==> config.mk <==
export PLATFORM = sky130hd
export DESIGN_NAME = rst_boot_seq
export DESIGN_NICKNAME = d
export VERILOG_FILES = /design/src/rtl/rbs_pkg.sv /design/src/rtl/rbs_rst_sync.sv /design/src/rtl/rbs_rail_qual.sv /design/src/rtl/rbs_boot_latch.sv /design/src/rtl/rst_boot_seq.sv
export SDC_FILE = /design/constraint.sdc
export NUM_CORES = 1
export LEC_CHECK = 0
export ABC_CLOCK_PERIOD_IN_PS = 1000
export BUFFER_PORTS_ARGS = -buffer_cell sky130_fd_sc_hd__buf_2
export CORE_UTILIZATION = 50
export CTS_CLUSTER_SIZE = 30
export DETAILED_ROUTE_END_ITERATION = 10
export PLACE_DENSITY = 0.72
export SLEW_MARGIN = 20
export SYNTH_ARGS = -nofsm -noshare
export SYNTH_HDL_FRONTEND = slang
export SYNTH_SLANG_ARGS = --single-unit
==> constraint.sdc <==
create_clock -name clk -period 1 [get_ports clk]
set_input_delay 0.05 -clock clk [delete_from_list [all_inputs] [get_ports clk]]
set_output_delay 0.05 -clock clk [all_outputs]
set_load 0.05 [all_outputs]
==> src/rtl/rbs_pkg.sv <==
package rbs_pkg;

  typedef enum logic [1:0] {
    ST_RESET    = 2'd0,
    ST_LOCKWAIT = 2'd1,
    ST_RUN      = 2'd2,
    ST_SHUTDOWN = 2'd3
  } seq_state_e;

  typedef enum logic [2:0] {
    SRC_I2C_MEM   = 3'd0,
    SRC_SPI_MEM   = 3'd1,
    SRC_I2C_TGT   = 3'd2,
    SRC_SPI_TGT   = 3'd3,
    SRC_UART      = 3'd4,
    SRC_HDAUDIO   = 3'd5,
    SRC_COMBO_I2C = 3'd6,
    SRC_COMBO_SPI = 3'd7
  } boot_src_e;

  // Bit 3 of the strap code marks the reserved half of the code space.
  function automatic boot_src_e decode_strap(input logic [3:0] code);
    boot_src_e s;
    if (code[3]) begin
      s = SRC_I2C_MEM;
    end else begin
      unique case (code[2:0])
        3'd0:    s = SRC_I2C_MEM;
        3'd1:    s = SRC_SPI_MEM;
        3'd2:    s = SRC_I2C_TGT;
        3'd3:    s = SRC_SPI_TGT;
        3'd4:    s = SRC_UART;
        3'd5:    s = SRC_HDAUDIO;
        3'd6:    s = SRC_COMBO_I2C;
        default: s = SRC_COMBO_SPI;
      endcase
    end
    return s;
  endfunction

endpackage

==> src/rtl/rbs_rst_sync.sv <==
module rbs_rst_sync #(
  parameter int STAGES = 2
) (
  input  logic clk,
  input  logic arst_n,
  output logic srst_n
);
  logic [STAGES-1:0] chain_q;

  // Assertion is asynchronous, release walks through the chain.
  always_ff @(posedge clk or negedge arst_n) begin
    if (!arst_n) chain_q <= '0;
    else         chain_q <= {chain_q[STAGES-2:0], 1'b1};
  end

  assign srst_n = chain_q[STAGES-1];
endmodule

==> src/rtl/rbs_rail_qual.sv <==
module rbs_rail_qual #(
  parameter int NUM_RAILS   = 2,
  parameter int SYNC_STAGES = 2,
  parameter int STABLE_CYC  = 16
) (
  input  logic                 clk,
  input  logic                 rst_n,
  input  logic [NUM_RAILS-1:0] rail_ok,
  output logic                 pwr_good
);
  localparam int CW = $clog2(STABLE_CYC + 1);
  localparam logic [CW-1:0] CNT_MAX = CW'(STABLE_CYC);

  logic [NUM_RAILS-1:0] ok_s;
  logic                 all_ok;
  logic [CW-1:0]        stab_q;

  for (genvar r = 0; r < NUM_RAILS; r++) begin : g_rail
    logic [SYNC_STAGES-1:0] sq;
    always_ff @(posedge clk or negedge rst_n) begin
      if (!rst_n) sq <= '0;
      else        sq <= {sq[SYNC_STAGES-2:0], rail_ok[r]};
    end
    assign ok_s[r] = sq[SYNC_STAGES-1];
  end

  assign all_ok = &ok_s;

  always_ff @(posedge clk or negedge rst_n) begin
    if (!rst_n)              stab_q <= '0;
    else if (!all_ok)        stab_q <= '0;
    else if (stab_q != CNT_MAX) stab_q <= stab_q + 1'b1;
  end

  assign pwr_good = (stab_q == CNT_MAX);

  assert_dip_restarts_R3: assert property (@(posedge clk) disable iff (!rst_n)
    !all_ok |=> !pwr_good);
  assert_good_needs_ok_R3: assert property (@(posedge clk) disable iff (!rst_n)
    $rose(pwr_good) |-> $past(all_ok));
endmodule

==> src/rtl/rbs_boot_latch.sv <==
module rbs_boot_latch
  import rbs_pkg::*;
#(
  parameter int CODE_W = 4
) (
  input  logic              clk,
  input  logic              rst_n,
  input  logic              capture,
  input  logic [CODE_W-1:0] pins,
  output logic [CODE_W-1:0] code,
  output logic [2:0]        src,
  output logic              rsvd
);
  logic [CODE_W-1:0] code_q;

  always_ff @(posedge clk or negedge rst_n) begin
    if (!rst_n)       code_q <= '0;
    else if (capture) code_q <= pins;
  end

  assign code = code_q;
  assign src  = decode_strap(code_q);
  assign rsvd = code_q[CODE_W-1];

  assert_capture_R8: assert property (@(posedge clk) disable iff (!rst_n)
    capture |=> code == $past(pins));
  assert_hold_R9: assert property (@(posedge clk) disable iff (!rst_n)
    !capture |=> $stable(code));
endmodule

==> src/rtl/rst_boot_seq.sv <==
module rst_boot_seq
  import rbs_pkg::*;
#(
  parameter int STABLE_CYC = 16,
  parameter int LOCK_CYC   = 8,
  parameter int SHDN_CYC   = 4
) (
  input  logic       clk,
  input  logic       ext_rst_n,
  input  logic [1:0] rail_ok,
  input  logic [3:0] strap_pins,
  output logic       sys_rst_n,
  output logic       pll_en,
  output logic       amp_shutdown,
  output logic       boot_start,
  output logic [3:0] boot_code,
  output logic [2:0] boot_src,
  output logic       boot_rsvd
);
  localparam int SYNC_STAGES = 2;
  localparam int LW = $clog2(LOCK_CYC + 1);
  localparam int SW = $clog2(SHDN_CYC + 1);
  localparam logic [LW-1:0] LOCK_LAST = LW'(LOCK_CYC - 1);
  localparam logic [SW-1:0] SHDN_LAST = SW'(SHDN_CYC - 1);

  logic          rrst_n;
  logic          pwr_good;
  logic          capture;
  seq_state_e    st_q;
  logic [LW-1:0] lock_q;
  logic [SW-1:0] shdn_q;
  logic          start_q;

  rbs_rst_sync #(.STAGES(SYNC_STAGES)) u_rsync (
    .clk(clk), .arst_n(ext_rst_n), .srst_n(rrst_n)
  );

  rbs_rail_qual #(
    .NUM_RAILS(2), .SYNC_STAGES(SYNC_STAGES), .STABLE_CYC(STABLE_CYC)
  ) u_rail (
    .clk(clk), .rst_n(rrst_n), .rail_ok(rail_ok), .pwr_good(pwr_good)
  );

  assign capture = (st_q == ST_RESET) && pwr_good;

  rbs_boot_latch #(.CODE_W(4)) u_boot (
    .clk(clk), .rst_n(rrst_n), .capture(capture), .pins(strap_pins),
    .code(boot_code), .src(boot_src), .rsvd(boot_rsvd)
  );

  always_ff @(posedge clk or negedge rrst_n) begin
    if (!rrst_n) begin
      st_q    <= ST_RESET;
      lock_q  <= '0;
      shdn_q  <= '0;
      start_q <= 1'b0;
    end else begin
      start_q <= 1'b0;
      unique case (st_q)
        ST_RESET: begin
          if (pwr_good) begin
            st_q   <= ST_LOCKWAIT;
            lock_q <= '0;
          end
        end
        ST_LOCKWAIT: begin
          if (!pwr_good) begin
            st_q <= ST_RESET;
          end else if (lock_q == LOCK_LAST) begin
            st_q    <= ST_RUN;
            start_q <= 1'b1;
          end else begin
            lock_q <= lock_q + 1'b1;
          end
        end
        ST_RUN: begin
          if (!pwr_good) begin
            st_q   <= ST_SHUTDOWN;
            shdn_q <= '0;
          end
        end
        ST_SHUTDOWN: begin
          if (shdn_q == SHDN_LAST) st_q <= ST_RESET;
          else                     shdn_q <= shdn_q + 1'b1;
        end
        default: st_q <= ST_RESET;
      endcase
    end
  end

  assign sys_rst_n    = (st_q != ST_RESET);
  assign pll_en       = (st_q != ST_RESET);
  assign amp_shutdown = (st_q == ST_SHUTDOWN);
  assign boot_start   = start_q;

  assert_hold_in_reset_R3: assert property (@(posedge clk) disable iff (!rrst_n)
    (!sys_rst_n && !pwr_good) |=> !sys_rst_n);
  assert_lock_dropout_R4: assert property (@(posedge clk) disable iff (!rrst_n)
    (sys_rst_n && !amp_shutdown && !pwr_good && !boot_start && st_q == ST_LOCKWAIT)
      |=> (!sys_rst_n && !amp_shutdown));
  assert_droop_shutdown_R5: assert property (@(posedge clk) disable iff (!rrst_n)
    (st_q == ST_RUN && !pwr_good) |=> (amp_shutdown && sys_rst_n));
  assert_pll_with_start_R6: assert property (@(posedge clk) disable iff (!rrst_n)
    boot_start |-> pll_en);
  assert_start_pulse_R7: assert property (@(posedge clk) disable iff (!rrst_n)
    boot_start |=> !boot_start);
  assert_code_on_release_R8: assert property (@(posedge clk) disable iff (!rrst_n)
    $rose(sys_rst_n) |-> boot_code == $past(strap_pins));
endmodule

[Word level (Yosys, flattened, before mapping)]
Cells that the tools add are included.
Operators by class
  add/sub/neg operators: 3
  equal/unequal tests: 21
  reduce and logical (&&, ||, !) cells: 10
  muxes and demuxes: 20
Operators with widths (count)
  $pmux W3 S7: 1
  $mux W4: 3
  $ne A2 B2 Y1 const B: 6
  $mux W2: 5
  $mux W5: 2
  $eq A3 B2 Y1 const B: 3
  $eq A3 B3 Y1 const B: 3
  $mux W3: 3
  $pmux W2 S4: 1
  $pmux W4 S2: 1
  $reduce_and A4 Y1: 2
  $pmux W3 S2: 1
  $reduce_bool A2 Y1: 3
  $add A5 B1 Y5 const B: 1
  $eq A5 B5 Y1 const B: 1
  $ne A5 B5 Y1 const B: 1
  $add A4 B1 Y4 const B: 1
  $eq A2 B2 Y1 const B: 2
  $eq A4 B3 Y1 const B: 1
  $add A3 B1 Y3 const B: 1
  $eq A3 B1 Y1 const B: 1
  $logic_not A3 Y1: 1
  $mux W1: 3
  $ne A3 B3 Y1 const B: 1
  6 further kinds: 6
Storage, ports and cells
  output and inout bits: 12
  logic and storage cells: 63
  flip-flop bits (word level): 25

[Depth between registers and ports, before layout]
  word-level depth: 4
  gate-level depth with buffers: 6

[Hierarchy]
From an unflattened synthesis, not the netlist that was laid out.
Second synthesis, totals
  cells, all modules: 102
  area, all modules: 1151.1 um^2
By module, submodules not included
  rst_boot_seq: sequential area each 250.2 um^2, times used 1, area an instance 564.3 um^2, cells each 59
  rbs_rail_qual: sequential area each 225.2 um^2, times used 1, area an instance 361.6 um^2, cells each 28
  rbs_boot_latch: sequential area each 100.1 um^2, times used 1, area an instance 171.4 um^2, cells each 12
  rbs_rst_sync: sequential area each 50.0 um^2, times used 1, area an instance 53.8 um^2, cells each 3

[Worst setup path after synthesis]
OpenSTA, ideal clock, no wires.
  path type: flip-flop to flip-flop
  from: reg u_rail.stab_q[0]
  to: reg lock_q[0]
  path buffers: 1
  arrival: 1539 ps
  stages on the path, launching flop included: 7
  path slack: -664 ps
  setup time: 125 ps
  path through: dfrtp_1 > inv_1 > ha_1 > nor4bb_1 > buf_4 > and3_4 > mux2_4
On the way
  longest elaborated chain between the ends: 3
Ends and longest elaborated chain
  from (decl): line rbs_rail_qual.sv:16  | logic [CW-1:0] stab_q;
  from (signal assigned): line rbs_rail_qual.sv:32  | else if (stab_q != CNT_MAX) stab_q <= stab_q + 1'b1;
  $eq A5 B5 Y1 (*): line rbs_rail_qual.sv:35  | assign pwr_good = (stab_q == CNT_MAX);
  $ne A2 B2 Y1 (no line)
  $reduce_and A4 Y1 (no line) (*)
  to (signal assigned): line rst_boot_seq.sv:73  | lock_q <= lock_q + 1'b1;
  to (decl): line rst_boot_seq.sv:30  | logic [LW-1:0] lock_q;
Every way passes the cells marked *; elsewhere a longest branch is shown, timed or not.
A chain may end at the register's enable or synchronous reset.

[Worst setup path in the final report]
  from: reg u_rail.stab_q[0]
  to: reg u_boot.code_q[3], in the netlist u_boot.code[3]
On the way
  longest elaborated chain between the ends: 2
Ends and longest elaborated chain
  $eq A5 B5 Y1: line rbs_rail_qual.sv:35
  $logic_and A1 B1 Y1: line rst_boot_seq.sv:44  | assign capture = (st_q == ST_RESET) && pwr_good;
  to (signal assigned): line rbs_boot_latch.sv:18  | else if (capture) code_q <= pins;
  to (decl): line rbs_boot_latch.sv:14  | logic [CODE_W-1:0] code_q;
Every way passes these cells.

==> metrics.md <==
| Metric | Value |
|---|---|
| GRT Total Usage | `between 30% and 40%` |
| Violated checks | `negative setup slack` |
| Final setup violation count | `28` |
| Crit path time final | `between 1.5 and 2 ns` |
| R2R setup slack | `-0.60 ns` |
| # clock sinks | `25` |
| Number of enable flip-flop cells after synthesis | `0` |
| RR Startpoint | `u_rail.stab_q[0]` |
| Synth Area per Inst | `~11 um^2` |
| Seq cells post-synth | `25` |
| Total grt overflow | `0` |
| CP max FO | `5` |
| Rows | `17` |
| Initial Util | `between 50% and 60%` |
| DR DRC count | `0` |
| Dpl hpwl | `roughly 2 mm` |
| I/O Pins | `20` |
| R2R Path End | `u_boot.code[3]` |
| CP endpoint kind | `register` |
| Synthesized instance count | `between 100 and 150` |
| Final Util | `90.1%` |
| Top-count cell post-synth | `dfrtp_1` |
| Area of the multi-input gates | `672 um^2` |
| Part of the cycle the worst path needs | `160%` |
| CP arrival | `1.83 ns` |
| PortBufs | `19` |
| CTS tree | `built` |
| Final wirelength | `between 4 and 5 mm` |
| Drt first pass iters | `4` |
| Vias in the first global route | `around 1200` |
| Max Cap Viol | `0` |
| M1 GR Usage | `a little under two fifths` |
| First-pass GRT wire length | `about 5.7 mm` |
| Worst Reg-to-Reg Cells | `6` |
| Net Sw Frac | `26.8%` |
| F_max | `about 620 MHz` |
| Chip height | `between 40 and 50 um` |
| Dpl cells | `between 150 and 200` |
| Distinct cells, synth | `32` |
| Pwr/cell area | `between 900 and 1000 mW/mm^2` |
| Per-cell routed wire length | `22.1 um` |
| Worst setup SP type | `register` |
| Detailed Route Iter0 Violations | `55` |
| Core Box Area | `0.00219 mm^2` |
| Fillers | `87` |
| M3 GR Usage | `~5.6%` |
| Met2 Use GR | `about 57%` |
| Reg area | `between 600 and 700 um^2` |
| Endpoints failing hold | `0` |
| Area fraction of the dominant cell type after synthesis | `54.3%` |
| Worst Path Class, Setup | `register to register` |
| Clock Tree Root | `clkbuf_4` |
| Latest clock arrival within the worst-skew pair | `between 0.3 and 0.4 ns` |
| H-tree depth | `1` |
| Flop pwr share | `about three fifths` |
| Synth Flop Type | `dfrtp_1` |
| Worst hold path type | `primary input to asynchronous set/reset pin` |
| Synth top cells by count | `25 x dfrtp_1, 10 x nand2_1, 6 x inv_1, 6 x nor2_1` |
| Total CTS buffers | `3` |
| Final Max Slew Viols | `0` |
| Antenna violations before repair | `0` |
| Status | `finished with violations` |
| Detailed-route via count | `1118` |
| Post-route ant nets | `0` |
| Area leader, netlist | `dfrtp_1` |
| Mapped Area | `~0.0012 mm^2` |
| Int Pwr | `between 1 and 1.5 mW` |
| Comb pwr share | `roughly 14%` |
| Worst-case clock buffer depth | `2` |
| Clk pwr share | `a little over a quarter` |
| Ant. Diodes | `0` |
| Largest net degree at the start of global routing | `16` |
| Layout Nets | `approximately 180` |
| Synth Warn # | `0` |
| Post-synthesis net count | `around 110` |
| GP Congestion | `0.801` |
| Worst clock skew | `around 0.016 ns` |
| Leak | `about 0.90 nW` |
| GRT Max-Usage Layer | `met2` |
| Clock transition at path regs | `0.15 ns` |
| Area growth syn-to-layout | `71.4%` |
| Place WS | `-0.673 ns` |
| Vias per cell | `5.73` |
| Asr flop ratio synth | `100%` |
| Die area | `around 0.0025 mm^2` |
| Top cells by area, synth | `dfrtp_1 54%, mux2_4 6.5%, ha_1 5.4%` |
| Critical Path RT | `1.23 ns` |
| Non-filler cells, final | `195` |
| RSZ-0062 raised after global routing | `yes` |
| Worst vdd ir | `1210 uV` |
| Share of layout cells above drive strength 1 | `roughly three fifths` |
| Sequential cell area fraction in the yosys report | `54.3%` |
| Final worst setup slack | `-0.602 ns` |
| Switch Pwr | `0.478 mW` |
| Die width | `50.0 um` |
kinds of logic (layout without fill, tap and decap cells):
family	Yosys count	after routing	share of synthesized area (%)
compound gates	14	14	7.83
simple gates	37	37	18.2
xor+xnor	3	3	2.28
flops	25	25	54.3
fa+ha+maj	5	5	5.43
mux	6	6	7.39
buf+inv	10	76	4.24
other cells	1	1	0.326
layout by cell type, fill, tap and decap left out, types with 3 or more instances in the layout:
cell	netlist	layout
nor2_1	6	5
ha_4	0	5
buf_8	0	5
dlygate4sd3_1	0	7
nand2_1	10	10
inv_1	6	4
dfrtp_1	25	20
buf_4	3	33
dfrtp_2	0	5
a22o_1	3	3
buf_6	0	13
clkbuf_4	0	4
buf_2	0	7
o21ai_2	0	3
mux2_4	5	5
nand3_1	5	3
nor2b_4	0	3
power by group through the flow:
| stage | Combinational (mW) | Clock [mW] | Sequential, mW |
|---|---|---|---|
| after floorplan | 0.0702 | 0 | 1.11 |
| after global placement | 0.164 | 0 | 1.07 |
| after CTS | 0.239 | 0.463 | 1.06 |
| after global routing | 0.265 | 0.507 | 1.06 |
| final | 0.252 | 0.469 | 1.06 |
| after detailed placement | 0.169 | 0 | 1.07 |
per-layer routing:
metal	part of all wire [%]	wire length, um
met2	52	2250
met4	4.6	199
met5	0	0
met1	37	1580
met3	6.4	276
final cells by class:
class,count,share of cell area (%)
clock inverter,1,0.380
tap,28,1.78
timing repair buffer,66,29.5
clock buffer,3,1.14
inverter,6,1.14
sequential,25,32.0
multi-input combinational,66,34.1
flip-flops by register name, summed over array words and instances, names as in the netlist, named ones only:
name / count
u_rail.stab_q: 5
u_rail.g_rail.sq: 4
u_boot.code: 4
boot_start: 1
u_rsync.chain_q: 2
st_q: 1
lock_q: 4
shdn_q: 3
how the worst max path moves through the flow:
stage                           from               end  slack (ns)  cells after the start
finish              u_rail.stab_q[0]    u_boot.code[3]       -0.60                      6
global route        u_rail.stab_q[1]  u_rail.stab_q[0]       -0.65                      7
CTS                 u_rail.stab_q[0]    u_boot.code[1]       -0.49                      6
detailed placement  u_rail.stab_q[0]    u_boot.code[1]       -0.67                      6
global placement    u_rail.stab_q[0]    u_boot.code[0]       -0.62                      6
floorplan           u_rail.stab_q[0]         lock_q[0]       -0.60                      6
per-stage QoR:
stage	hold WS, ns	TNS, ns	area, um^2	power, mW
2_1_floorplan	-0.246	-5.54	1220	1.18
5_1_grt	0.0283	-11.69	1970	1.84
6_report	0.0246	-10.71	1970	1.78
4_1_cts	0.0156	-8.47	1920	1.76
3_3_place_gp	-0.165	-8.34	1530	1.24
3_5_place_dp	-0.160	-9.07	1530	1.24
worst max-delay path: stages (launching register included):
cell and delay (ns):
dfrtp_1 0.41, inv_2 0.09, ha_4 0.14, nor4bb_4 0.25, buf_4 0.21, nand2b_4 0.09
mux2_4 0.32
what timing repair did:
item / in CTS / in global routing
hold buffers: 7 / 0
endpoints found under the hold margin: 8 / 0
setup buffers: 11 / 5
gates resized for setup: 52 / 10
setup endpoints to repair: 29 / 31
pin swaps: 12 / 7
No activity file was read; power rests on OpenSTA's default activity.
